[src/rtl/irq_aggr_pkg.sv]
package irq_aggr_pkg;
  typedef enum logic [2:0] {
    IDX_CAUSE_LO = 3'd0,
    IDX_CAUSE_HI = 3'd1,
    IDX_MASK_LO  = 3'd2,
    IDX_MASK_HI  = 3'd3,
    IDX_SELECT   = 3'd4
  } reg_idx_e;
endpackage

[src/rtl/irq_cause_capture.sv]
module irq_cause_capture #(
  parameter int NSRC = 64,
  parameter logic [NSRC-1:0] RSVD_MASK = '0
) (
  input  logic            clk,
  input  logic            rst_n,
  input  logic [NSRC-1:0] src_i,
  output logic [NSRC-1:0] cause_nxt_o,
  output logic [NSRC-1:0] cause_o
);
  // reserved positions are forced low before they are stored
  assign cause_nxt_o = src_i & ~RSVD_MASK;

  always_ff @(posedge clk or negedge rst_n) begin
    if (!rst_n) cause_o <= '0;
    else        cause_o <= cause_nxt_o;
  end
endmodule

[src/rtl/irq_mask_bank.sv]
module irq_mask_bank #(
  parameter int HALF_W = 32,
  localparam int NSRC = 2 * HALF_W
) (
  input  logic              clk,
  input  logic              rst_n,
  input  logic              wr_en_i,
  input  logic              wr_half_i,
  input  logic [HALF_W-1:0] wr_data_i,
  output logic [NSRC-1:0]   mask_nxt_o,
  output logic [NSRC-1:0]   mask_o
);
  for (genvar h = 0; h < 2; h++) begin : g_half
    logic sel;
    assign sel = wr_en_i && (wr_half_i == h[0]);
    assign mask_nxt_o[h*HALF_W +: HALF_W] = sel ? wr_data_i : mask_o[h*HALF_W +: HALF_W];

    always_ff @(posedge clk or negedge rst_n) begin
      if (!rst_n) mask_o[h*HALF_W +: HALF_W] <= '0;
      else        mask_o[h*HALF_W +: HALF_W] <= mask_nxt_o[h*HALF_W +: HALF_W];
    end
  end
endmodule

[src/rtl/irq_sel_fold.sv]
module irq_sel_fold #(
  parameter int HALF_W = 32,
  localparam int NSRC = 2 * HALF_W
) (
  input  logic [NSRC-1:0]   cause_i,
  input  logic [NSRC-1:0]   mask_i,
  output logic [HALF_W-1:0] word_o
);
  logic [HALF_W-1:0] pend_lo, pend_hi;
  logic              any_lo, any_hi;

  assign pend_lo = cause_i[HALF_W-1:0] & mask_i[HALF_W-1:0];
  assign pend_hi = cause_i[NSRC-1:HALF_W] & mask_i[NSRC-1:HALF_W];
  assign any_lo  = |pend_lo;
  assign any_hi  = |pend_hi;

  always_comb begin
    word_o = cause_i[HALF_W-1:0];
    if (any_hi && !any_lo) begin
      word_o = cause_i[NSRC-1:HALF_W];
      word_o[HALF_W-2] = 1'b1;
    end else if (any_hi) begin
      word_o[HALF_W-1] = 1'b1;
    end
  end
endmodule

[src/rtl/irq_aggr.sv]
module irq_aggr #(
  parameter int HALF_W = 32,
  parameter logic [2*HALF_W-1:0] RSVD_MASK = 64'hE0F8_0008_E000_0000,
  localparam int NSRC = 2 * HALF_W
) (
  input  logic              clk,
  input  logic              rst_n,
  input  logic [NSRC-1:0]   src_i,
  input  logic              wr_en,
  input  logic [2:0]        wr_idx,
  input  logic [HALF_W-1:0] wr_data,
  input  logic              rd_en,
  input  logic [2:0]        rd_idx,
  output logic              rd_valid,
  output logic [HALF_W-1:0] rd_data,
  output logic              irq
);
  import irq_aggr_pkg::*;

  logic [NSRC-1:0]   cause, cause_nxt, mask, mask_nxt;
  logic [HALF_W-1:0] sel_word;
  logic              mask_wr;

  assign mask_wr = wr_en && (wr_idx == IDX_MASK_LO || wr_idx == IDX_MASK_HI);

  irq_cause_capture #(.NSRC(NSRC), .RSVD_MASK(RSVD_MASK)) u_cause (
    .clk(clk), .rst_n(rst_n), .src_i(src_i),
    .cause_nxt_o(cause_nxt), .cause_o(cause)
  );

  irq_mask_bank #(.HALF_W(HALF_W)) u_mask (
    .clk(clk), .rst_n(rst_n), .wr_en_i(mask_wr),
    .wr_half_i(wr_idx == IDX_MASK_HI), .wr_data_i(wr_data),
    .mask_nxt_o(mask_nxt), .mask_o(mask)
  );

  irq_sel_fold #(.HALF_W(HALF_W)) u_fold (
    .cause_i(cause), .mask_i(mask), .word_o(sel_word)
  );

  always_ff @(posedge clk or negedge rst_n) begin
    if (!rst_n) irq <= 1'b0;
    else        irq <= |(cause_nxt & mask_nxt);
  end

  always_ff @(posedge clk or negedge rst_n) begin
    if (!rst_n) begin
      rd_valid <= 1'b0;
      rd_data  <= '0;
    end else begin
      rd_valid <= rd_en;
      if (rd_en) begin
        case (rd_idx)
          IDX_CAUSE_LO: rd_data <= cause[HALF_W-1:0];
          IDX_CAUSE_HI: rd_data <= cause[NSRC-1:HALF_W];
          IDX_MASK_LO:  rd_data <= mask[HALF_W-1:0];
          IDX_MASK_HI:  rd_data <= mask[NSRC-1:HALF_W];
          IDX_SELECT:   rd_data <= sel_word;
          default:      rd_data <= '0;
        endcase
      end
    end
  end
endmodule

[config.mk]
export PLATFORM = sky130hd
export DESIGN_NAME = irq_aggr
export DESIGN_NICKNAME = d
export VERILOG_FILES = /design/src/rtl/irq_aggr_pkg.sv /design/src/rtl/irq_cause_capture.sv /design/src/rtl/irq_mask_bank.sv /design/src/rtl/irq_sel_fold.sv /design/src/rtl/irq_aggr.sv
export SDC_FILE = /design/constraint.sdc
export NUM_CORES = 1
export LEC_CHECK = 0
export CAP_MARGIN = 5
export CORE_MARGIN = 3
export CORE_UTILIZATION = 46
export CTS_CLUSTER_SIZE = 24
export DETAILED_ROUTE_END_ITERATION = 6
export GPL_ROUTABILITY_DRIVEN = 1
export GPL_TIMING_DRIVEN = 1
export MAX_ROUTING_LAYER = met4
export PLACE_DENSITY_LB_ADDON = 0.15
export SLEW_MARGIN = 20
export SYNTH_ARGS = -nofsm -noshare
export SYNTH_HDL_FRONTEND = slang
export SYNTH_SLANG_ARGS = --single-unit
[constraint.sdc]
create_clock -name clk -period 2.35 [get_ports clk]
set_input_delay 0.47 -clock clk [delete_from_list [all_inputs] [get_ports clk]]
set_output_delay 0.47 -clock clk [all_outputs]
set_load 0.03 [all_outputs]
Word level (Yosys, flattened, before mapping) --
Index checks and enable logic that the tools add are counted.
Storage, ports and cells: memories 0, register bits after elaboration 150, bits in latches 0, logic and storage cells 32, ROM bits 0, output and inout port bits 34, memory bits (writable) 0
Operators by class: mux-type cells 6, eq/ne operators 6, bitwise gates (word level) 4, $lt $le $gt $ge 0, shifts and indexed selects 0, multipliers 0, divide/modulo/power cells 0, reductions and logical operators 10, add/sub/neg operators 0
Operators with widths (count):
- $pmux 32 s5 | 1
- $and 29x32->32 | 2
- $and 61x64->64 | 1
- $mux 32 | 2
- $reduce_or 32->1 | 2
- $reduce_or 64->1 | 1
- $mux 31 | 1
- $eq 3x2->1 const B | 4
- $logic_and 1x1->1 | 4
- $eq 3x1->1 const B | 1
- $eq 3x3->1 const B | 1
- $logic_not 3->1 | 1
- $mux 1 | 2
- $logic_not 1->1 | 1
- $logic_or 1x1->1 | 1
- $not 1->1 | 1

Logic depth before layout (Yosys ltp) --
Gate-level depths: netlist of run 1.
depth in word-level cells 7, mapped depth 9, depth with buffers taken out 6

By module --
Synthesis of run 1 repeated with hierarchy kept, for this count alone.
Unflattened totals: cells, all modules 617, area total of the unflattened synthesis 8176.6 sq um
By module, submodules not included:
- irq_aggr | times used 1, area an instance 2934.1 sq um, seq. area each 850.8 sq um, cells each 273
- irq_mask_bank | times used 1, area an instance 2531.2 sq um, seq. area each 1601.5 sq um, cells each 137
- irq_cause_capture | times used 1, area an instance 1875.5 sq um, seq. area each 1301.2 sq um, cells each 129
- irq_sel_fold | times used 1, area an instance 835.8 sq um, seq. area each 0.0 sq um, cells each 78

Worst setup path before layout of run 1 --
No wires, ideal clock.
kind input to register, start input wr_idx[0], end register irq, cell stages on the path 8, slack 0.049 ns, arrival time 2.161 ns, setup time 0.140 ns, data required time 2.210 ns, buffers on the path 2, cell sequence nor4bb_1 > clkbuf_1 > clkbuf_1 > mux2_1 > a22oi_1 > nand4_1 > nor4_1 > nand4_1
On the way: longest elaborated chain between the ends 7, elaborated cells on any way between the ends 11
RTL lines:
- start, declared | line irq_aggr.sv:10 | input logic [2:0] wr_idx,
- $eq 3x2->1, on equally long branches | line irq_aggr.sv:24, irq_aggr.sv:33
- $logic_or 1x1->1 | line irq_aggr.sv:24 | assign mask_wr = wr_en && (wr_idx == IDX_MASK_LO || wr_idx == IDX_MASK_HI);
- $logic_and 1x1->1 | line irq_aggr.sv:24
- $logic_and 1x1->1 (*) | line irq_mask_bank.sv:15 | assign sel = wr_en_i && (wr_half_i == h[0]);
- $mux 32 (*) | line irq_mask_bank.sv:16 | assign mask_nxt_o[h*HALF_W +: HALF_W] = sel ? wr_data_i : mask_o[h*HALF_W +: HALF_W];
- via mask_nxt[19] | line irq_aggr.sv:20 | logic [NSRC-1:0] cause, cause_nxt, mask, mask_nxt;
- $and 61x64->64 (*) | line irq_aggr.sv:43 | else irq <= |(cause_nxt & mask_nxt);
- $reduce_or 64->1 (*) | line irq_aggr.sv:43
- end signal, assigned | line irq_aggr.sv:43
- end, declared | line irq_aggr.sv:16 | output logic irq
The timed path passes the listed nets; every way through them passes the cells marked *. A chain may end at the register's enable or synchronous reset.

Worst setup path after layout of run 1 --
Same ends and word-level chain as after synthesis.

==> flow_summary.toml, run 1 <==
[run_status]
status = "complete, no violations"

[logic_synthesis]
synthArstFlopShare_pct = 100
synth-edff-count = 0
synth_top_area_share_pct = 59.7
synth_top_family_by_area = "multiplexers"
synthesis.nets = 569
synth_compound_area_share_pct = 14.0
synthSimpleGateAreaFrac_pct = 5.24
yosys-top-cells-count = "dfrtp_1, mux2_1, a22oi_1"
syn_area_per_cell_um2 = 13.6
synth_cells = 463
synthTopCellsByArea = "dfrtp_1, mux2_1, a22oi_1, mux2i_1, a222oi_1"
synth_ff_type = "dfrtp_1"
ys_warn_count = 0
synth_area_um2 = 6280
ys_types = 34
synth_xor_area_share_pct = 0
synth_mux_area_share_pct = 19.1
yosysTopAreaCell = "dfrtp_1"
synthAdderAreaFrac_pct = 0
ys_seq_area_share_pct = 59.7
yosysMostFrequentCell = "dfrtp_1"
ys_seq_elements = 150

[detailed_routing]
antenna_left = 0
wl_met2_um = 9670
vias_per_cell = 6.08
top_layer_used = "met4"
wl_per_cell_um = 24.5
wl_met3_um = 1470
drt_wl_total_um = 20100
m1WireLength_um = 8450
drt_iter0_drc = 558
vias = 5000
first_pass_iters = 6
drc = 0

[power_and_ir_drop]
total_power_mw = 7.50
p_leak_nw = 3.77
irDropWorstVdd_mv = 0.523
power_density_nw_per_um2 = 840

[global_route]
overflow = 0
antenna_found_initial = 0
grt_first_pass_wirelength_um = 30700
first_global_vias = 5279
grt_usage_pct = 28.8
grt_max_degree = 62

[timing]
slew_headroom_pct = 60.3
min_period_ns = 2.28
whs_ns = 0.0341
fin_tns_setup_ns = 0
grt_setup_unrepaired = "yes"
tightest_slew_ns = 0.595
setup_violations = 0
skew_ns = 0.00604
drv_slew = 0
min_period_over_period_pct = 97.0
finalHoldViolCount = 0
fmax_mhz = 439

[clock_network]
ctsHoldBuffers = 0
numCtsBuffers = 17
cts_sinks = 150
clock_latency_ns = 0.42
clockBufferDepth = 2
cts_tree = "yes"
clk_pin_slew_ns = 0.06
htree_levels = 4
root_buffer = "clkbuf_16"

[worst_setup_path]
critPathTopFamily = "simple AND/OR/NAND/NOR gates"
worstPathMaxFanout = 5
cp_common_cell = "nand4_1"
cp.required_ns = 2.64
arrival_ns = 2.57
setup.worst_path.end_class = "flop"
critPathKind = "input port to flop"
path_cells = "dlygate4sd2_1 -> nor4bb_4 -> bufbuf_16 -> buf_4 -> mux2_4 -> a22oi_2 -> nand4_1 -> nor4_2 -> nand4_1"
cp_slowest_cell = "nor4bb_4"
start_kind = "input port"
slowest_delay_ns = 0.42
critPathBufInv = 3

[floorplan]
die_area_um2 = 15100
initial_core_util_pct = 47.3
die_h_um = 123
die_w_um = 123
coreArea_um2 = 13300
fp-row-count = 42
ios = 140

[layout]
drive_above_1_share_pct = 19.5
area_growth_pct = 42.2
diodes = 0
final_nets = 740

[place]
place_hpwl_um = 14600
io_buffers = 127
gp_congestion = 0.902

[job]
max_cap_violations = 0

[hold_path]
hold_path.class = "input port to asynchronous set/reset pin"
flip-flops by register name, summed over array words and instances (netlist names):
signal and count:
u_mask.mask_o 64, u_cause.cause_o 52, rd_data 32, irq 1, rd_valid 1
path summary, 6_finish.rpt:
path | startpoint | to | cells after the start | slack [ns]
hold reg to reg | u_mask.mask_o[29] | u_mask.mask_o[29] | 2 | 0.49
max in group asynchronous | rst_n | u_cause.cause_o[23] | 2 | 1.64
setup reg to reg | u_mask.mask_o[10] | rd_data[13] | 8 | 0.08
setup / recovery | wr_idx[0] | irq | 9 | 0.07
min in group clk | u_mask.mask_o[29] | u_mask.mask_o[29] | 2 | 0.49
hold / removal | rst_n | rd_data[7] | 1 | 0.03
per-layer routing:
layer  GRT usage, %  vias up
met1           38.6     2573
li1               -     2156
met5              -        -
met4           9.52        0
met3           6.64       45
met2           43.7      226
cell families (layout without fill, tap and decap cells):
logic type             Yosys count  after routing
and+or+nand+nor                 64             64
muxes                          110            110
AOI/OAI and AO/OA              111            111
DFF                            150            150
buffers and inverters           28            212
worst reg2reg max path, stage by stage (launching register included):
cell and delay [ns]:
dfrtp_1 0.40, a22o_1 0.27, a221oi_2 0.21, buf_4 0.16, nand4_1 0.16, a2111oi_4 0.35, buf_6 0.26, mux2i_1 0.25
o21ai_1 0.08
layout make-up:
class | count | area [µm²]
fill | 982 | 4360
clock buffer | 22 | 464
multi-input combinational | 285 | 2530
sequential | 150 | 3750
timing repair buffer | 177 | 1830
clock inverter | 10 | 128
tap | 176 | 220
inverter | 3 | 11.3
cells in the final DEF, fill, tap and decap left out, types with 11 or more instances in the layout:
master,netlist,final
nand2_1,32,32
a222oi_1,24,24
o21ai_1,24,25
mux2_1,64,55
mux2_2,16,18
buf_4,0,32
buf_12,0,11
a22oi_2,0,11
dfrtp_1,150,150
mux2i_1,30,30
clkbuf_16,0,17
a22oi_1,42,31
clkdlybuf4s50_1,0,121
power breakdown:
group          internal, mW  leakage (nW)  switching (mW)
logic                 0.772          1.66           0.746
clock network          1.71         0.293            1.03
registers              2.94          1.82           0.296
stage by stage:
step	worst slack (ns)	std cells	instance area (µm²)	utilization (%)
5_1_grt	-0.0324	823	8930	67.2
3_3_place_gp	-0.628	784	8120	61.0
3_5_place_dp	-0.675	784	8120	61.0
4_1_cts	0.0734	819	8870	66.7
6_report	0.0713	823	8930	67.2
2_1_floorplan	0.0493	463	6280	-
timing repair:
action,4_1_cts,5_1_grt
buffers inserted,2,4
setup endpoints to repair,29,14
cloned,1,0
resized for setup,36,6
pin swaps,13,5
(Power assumes the default switching activity.)
==> run 2, diff against run 1 <==
--- a/config.mk
+++ b/config.mk
@@ -8,6 +8,7 @@
 export CAP_MARGIN = 5
 export CORE_MARGIN = 3
 export CORE_UTILIZATION = 46
+export CTS_CLUSTER_DIAMETER = 30
 export CTS_CLUSTER_SIZE = 24
 export DETAILED_ROUTE_END_ITERATION = 6
 export GPL_ROUTABILITY_DRIVEN = 1
==> results of run 2 <==
No change in the layout: final DEF, timing and power equal those of run 1.
==> run 3, diff against run 2 <==
--- a/config.mk
+++ b/config.mk
@@ -6,12 +6,12 @@
 export NUM_CORES = 1
 export LEC_CHECK = 0
 export CAP_MARGIN = 5
+export CORE_ASPECT_RATIO = 0.7
 export CORE_MARGIN = 3
 export CORE_UTILIZATION = 46
-export CTS_CLUSTER_DIAMETER = 30
+export CTS_CLUSTER_DIAMETER = 60
 export CTS_CLUSTER_SIZE = 24
 export DETAILED_ROUTE_END_ITERATION = 6
-export GPL_ROUTABILITY_DRIVEN = 1
 export GPL_TIMING_DRIVEN = 1
 export MAX_ROUTING_LAYER = met4
 export PLACE_DENSITY_LB_ADDON = 0.15
==> run 3 against run 2 <==
Effect of this change: fmax is 1.6% higher; sequential share of layout area up 0.53 points; sequential cell count did not move; count of clock-buffer cells in the layout fell by 1; global-route usage decreased by 0.50 points; clock power shrank 1%; wire length rose by 1.0%; final area down 1.2%; critical path type unchanged.
==> flow_summary.toml, run 3 (synthesis gave the netlist of run 1 again) <==
[run_status]
status = "complete, no violations"

[power_and_ir_drop]
p_leak_nw = 3.71
power_density_nw_per_um2 = 845
irDropWorstVdd_mv = 0.498
total_power_mw = 7.45

[detailed_routing]
vias_per_cell = 6.14
wl_per_cell_um = 24.6
vias = 5080
drt_iter0_drc = 598
drc = 0
first_pass_iters = 6
antenna_left = 0
drt_wl_total_um = 20300

[global_route]
grt_usage_pct = 28.3
busiest_layer = "met1"
antenna_found_initial = 0
grt_use_met1_pct = 41.2
grt_max_degree = 55
grtUsageMet3_pct = 8.40
grt_util_met2_pct = 39.9
first_global_vias = 5291
grt_first_pass_wirelength_um = 31900
overflow = 0

[layout]
fill_cells = 975
area_growth_pct = 40.4
top_regs = "u_mask.mask_o: 64 flops, u_cause.cause_o: 52 flops, rd_data: 32 flops"
final_common_cell = "dfrtp_1"
regMostFlops = "u_mask.mask_o"
final_nets = 735
drive_above_1_share_pct = 18.7
final_area_um2 = 8820
mostFrequentLayoutCells = "dfrtp_1, clkdlybuf4s50_1, mux2_1"
largest_register_ffs = 64
diodes = 0

[timing]
fmax_mhz = 446
drv_slew = 0
tightest_slew_ns = 0.543
slew_headroom_pct = 63.8
min_period_over_period_pct = 95.4
skew_ns = 0.00730
setup_slack_ns = 0.107
min_period_ns = 2.24
finalHoldViolCount = 0
fin_tns_setup_ns = 0
setup_violations = 0
grt_setup_unrepaired = "no"

[place]
place_hpwl_um = 15000
io_buffers = 127
gp_congestion = 0.969
dp_slack_ns = -0.563
placed_cell_area_um2 = 8070

[clock_network]
numCtsBuffers = 17
clock_latency_ns = 0.42
root_buffer = "clkbuf_16"
cts_sinks = 150
htree_levels = 4
clk_pin_slew_ns = 0.06
clockBufferDepth = 2
cts_tree = "yes"

[floorplan]
fp-row-count = 35
ios = 140
initial_core_util_pct = 47.3
die_area_um2 = 15100
die_w_um = 146
coreArea_um2 = 13300
die_h_um = 104

[worst_setup_path]
arrival_ns = 2.52
cp.required_ns = 2.63
start_kind = "input port"
setup.worst_path.end_class = "flop"
critPathKind = "input port to flop"
worstPathMaxFanout = 10

[job]
max_cap_violations = 0

[hold_path]
hold_path.class = "input port to asynchronous set/reset pin"
[run 3: cell types whose count changed in the layout (fill, tap and decap cells not counted), moves of 2 or more]
cell	previous run	this run
clkinv_4	0	2
buf_6	6	1
clkinvlp_4	1	3
mux2_1	55	57
a22oi_2	11	9
clkinv_2	6	3
buf_12	11	7
a22oi_1	31	33
clkbuf_1	3	1
buf_4	32	36
[run 3: path summary, 6_finish.rpt]
check | start | endpoint | slack [ns] | cells after the start
max | wr_idx[0] | irq | 0.11 | 9
min | rst_n | rd_data[24] | 0.008 | 1
max reg2reg | u_mask.mask_o[1] | rd_data[4] | 0.11 | 8
min reg2reg | u_mask.mask_o[30] | u_mask.mask_o[30] | 0.48 | 2
max in group asynchronous | rst_n | u_mask.mask_o[21] | 1.71 | 2
min in group clk | u_mask.mask_o[30] | u_mask.mask_o[30] | 0.48 | 2
[run 3: repair_timing]
action | 4_1_cts | 5_1_grt
buffers inserted | 5 | 1
pin swaps | 14 | 3
gates cloned | 1 | 0
setup endpoints to repair | 11 | 29
resized for setup | 24 | 5
hold buffers | 0 | 0
[run 3: layout make-up]
cell class | count | area [µm²] | area share, %
clock buffers | 21 | 470 | 5.33
clock inverters | 11 | 124 | 1.40
inverters | 3 | 11.3 | 0.128
multi-input cells | 285 | 2520 | 28.5
flip-flops and latches | 150 | 3750 | 42.6
well taps | 185 | 231 | 2.62
repair buffers | 172 | 1710 | 19.4
[run 3: through the flow]
step | instances | utilization [%] | hold WS [ns]
6_report | 827 | 66.5 | 0.00783
5_1_grt | 827 | 66.5 | 0.0433
3_3_place_gp | 788 | 60.8 | 0.455
4_1_cts | 826 | 66.3 | 0.0409
3_5_place_dp | 788 | 60.8 | 0.465
2_1_floorplan | 463 | - | 0.174
[run 3: layer usage]
metal / wire length (µm) / vias up
li1: - / 2131
met1: 9180 / 2620
met2: 9010 / 304
met3: 1930 / 25
met4: 226 / 0
met5: 0 / -
[run 3: power breakdown]
part           internal (mW)  total [mW]  leakage (nW)  switching (mW)
combinational          0.747        1.50          1.61           0.753
sequential              2.94        3.24          1.82           0.303
clock                   1.65        2.71         0.285            1.06
[run 3: critical path, cell delays in order]
cell and delay (ns):
dlygate4sd2_1 0.27, nor4bb_4 0.27, buf_4 0.18, buf_12 0.14
mux2_1 0.36, a22oi_1 0.27, nand4_1 0.15, nor4_2 0.27
nand4_1 0.12
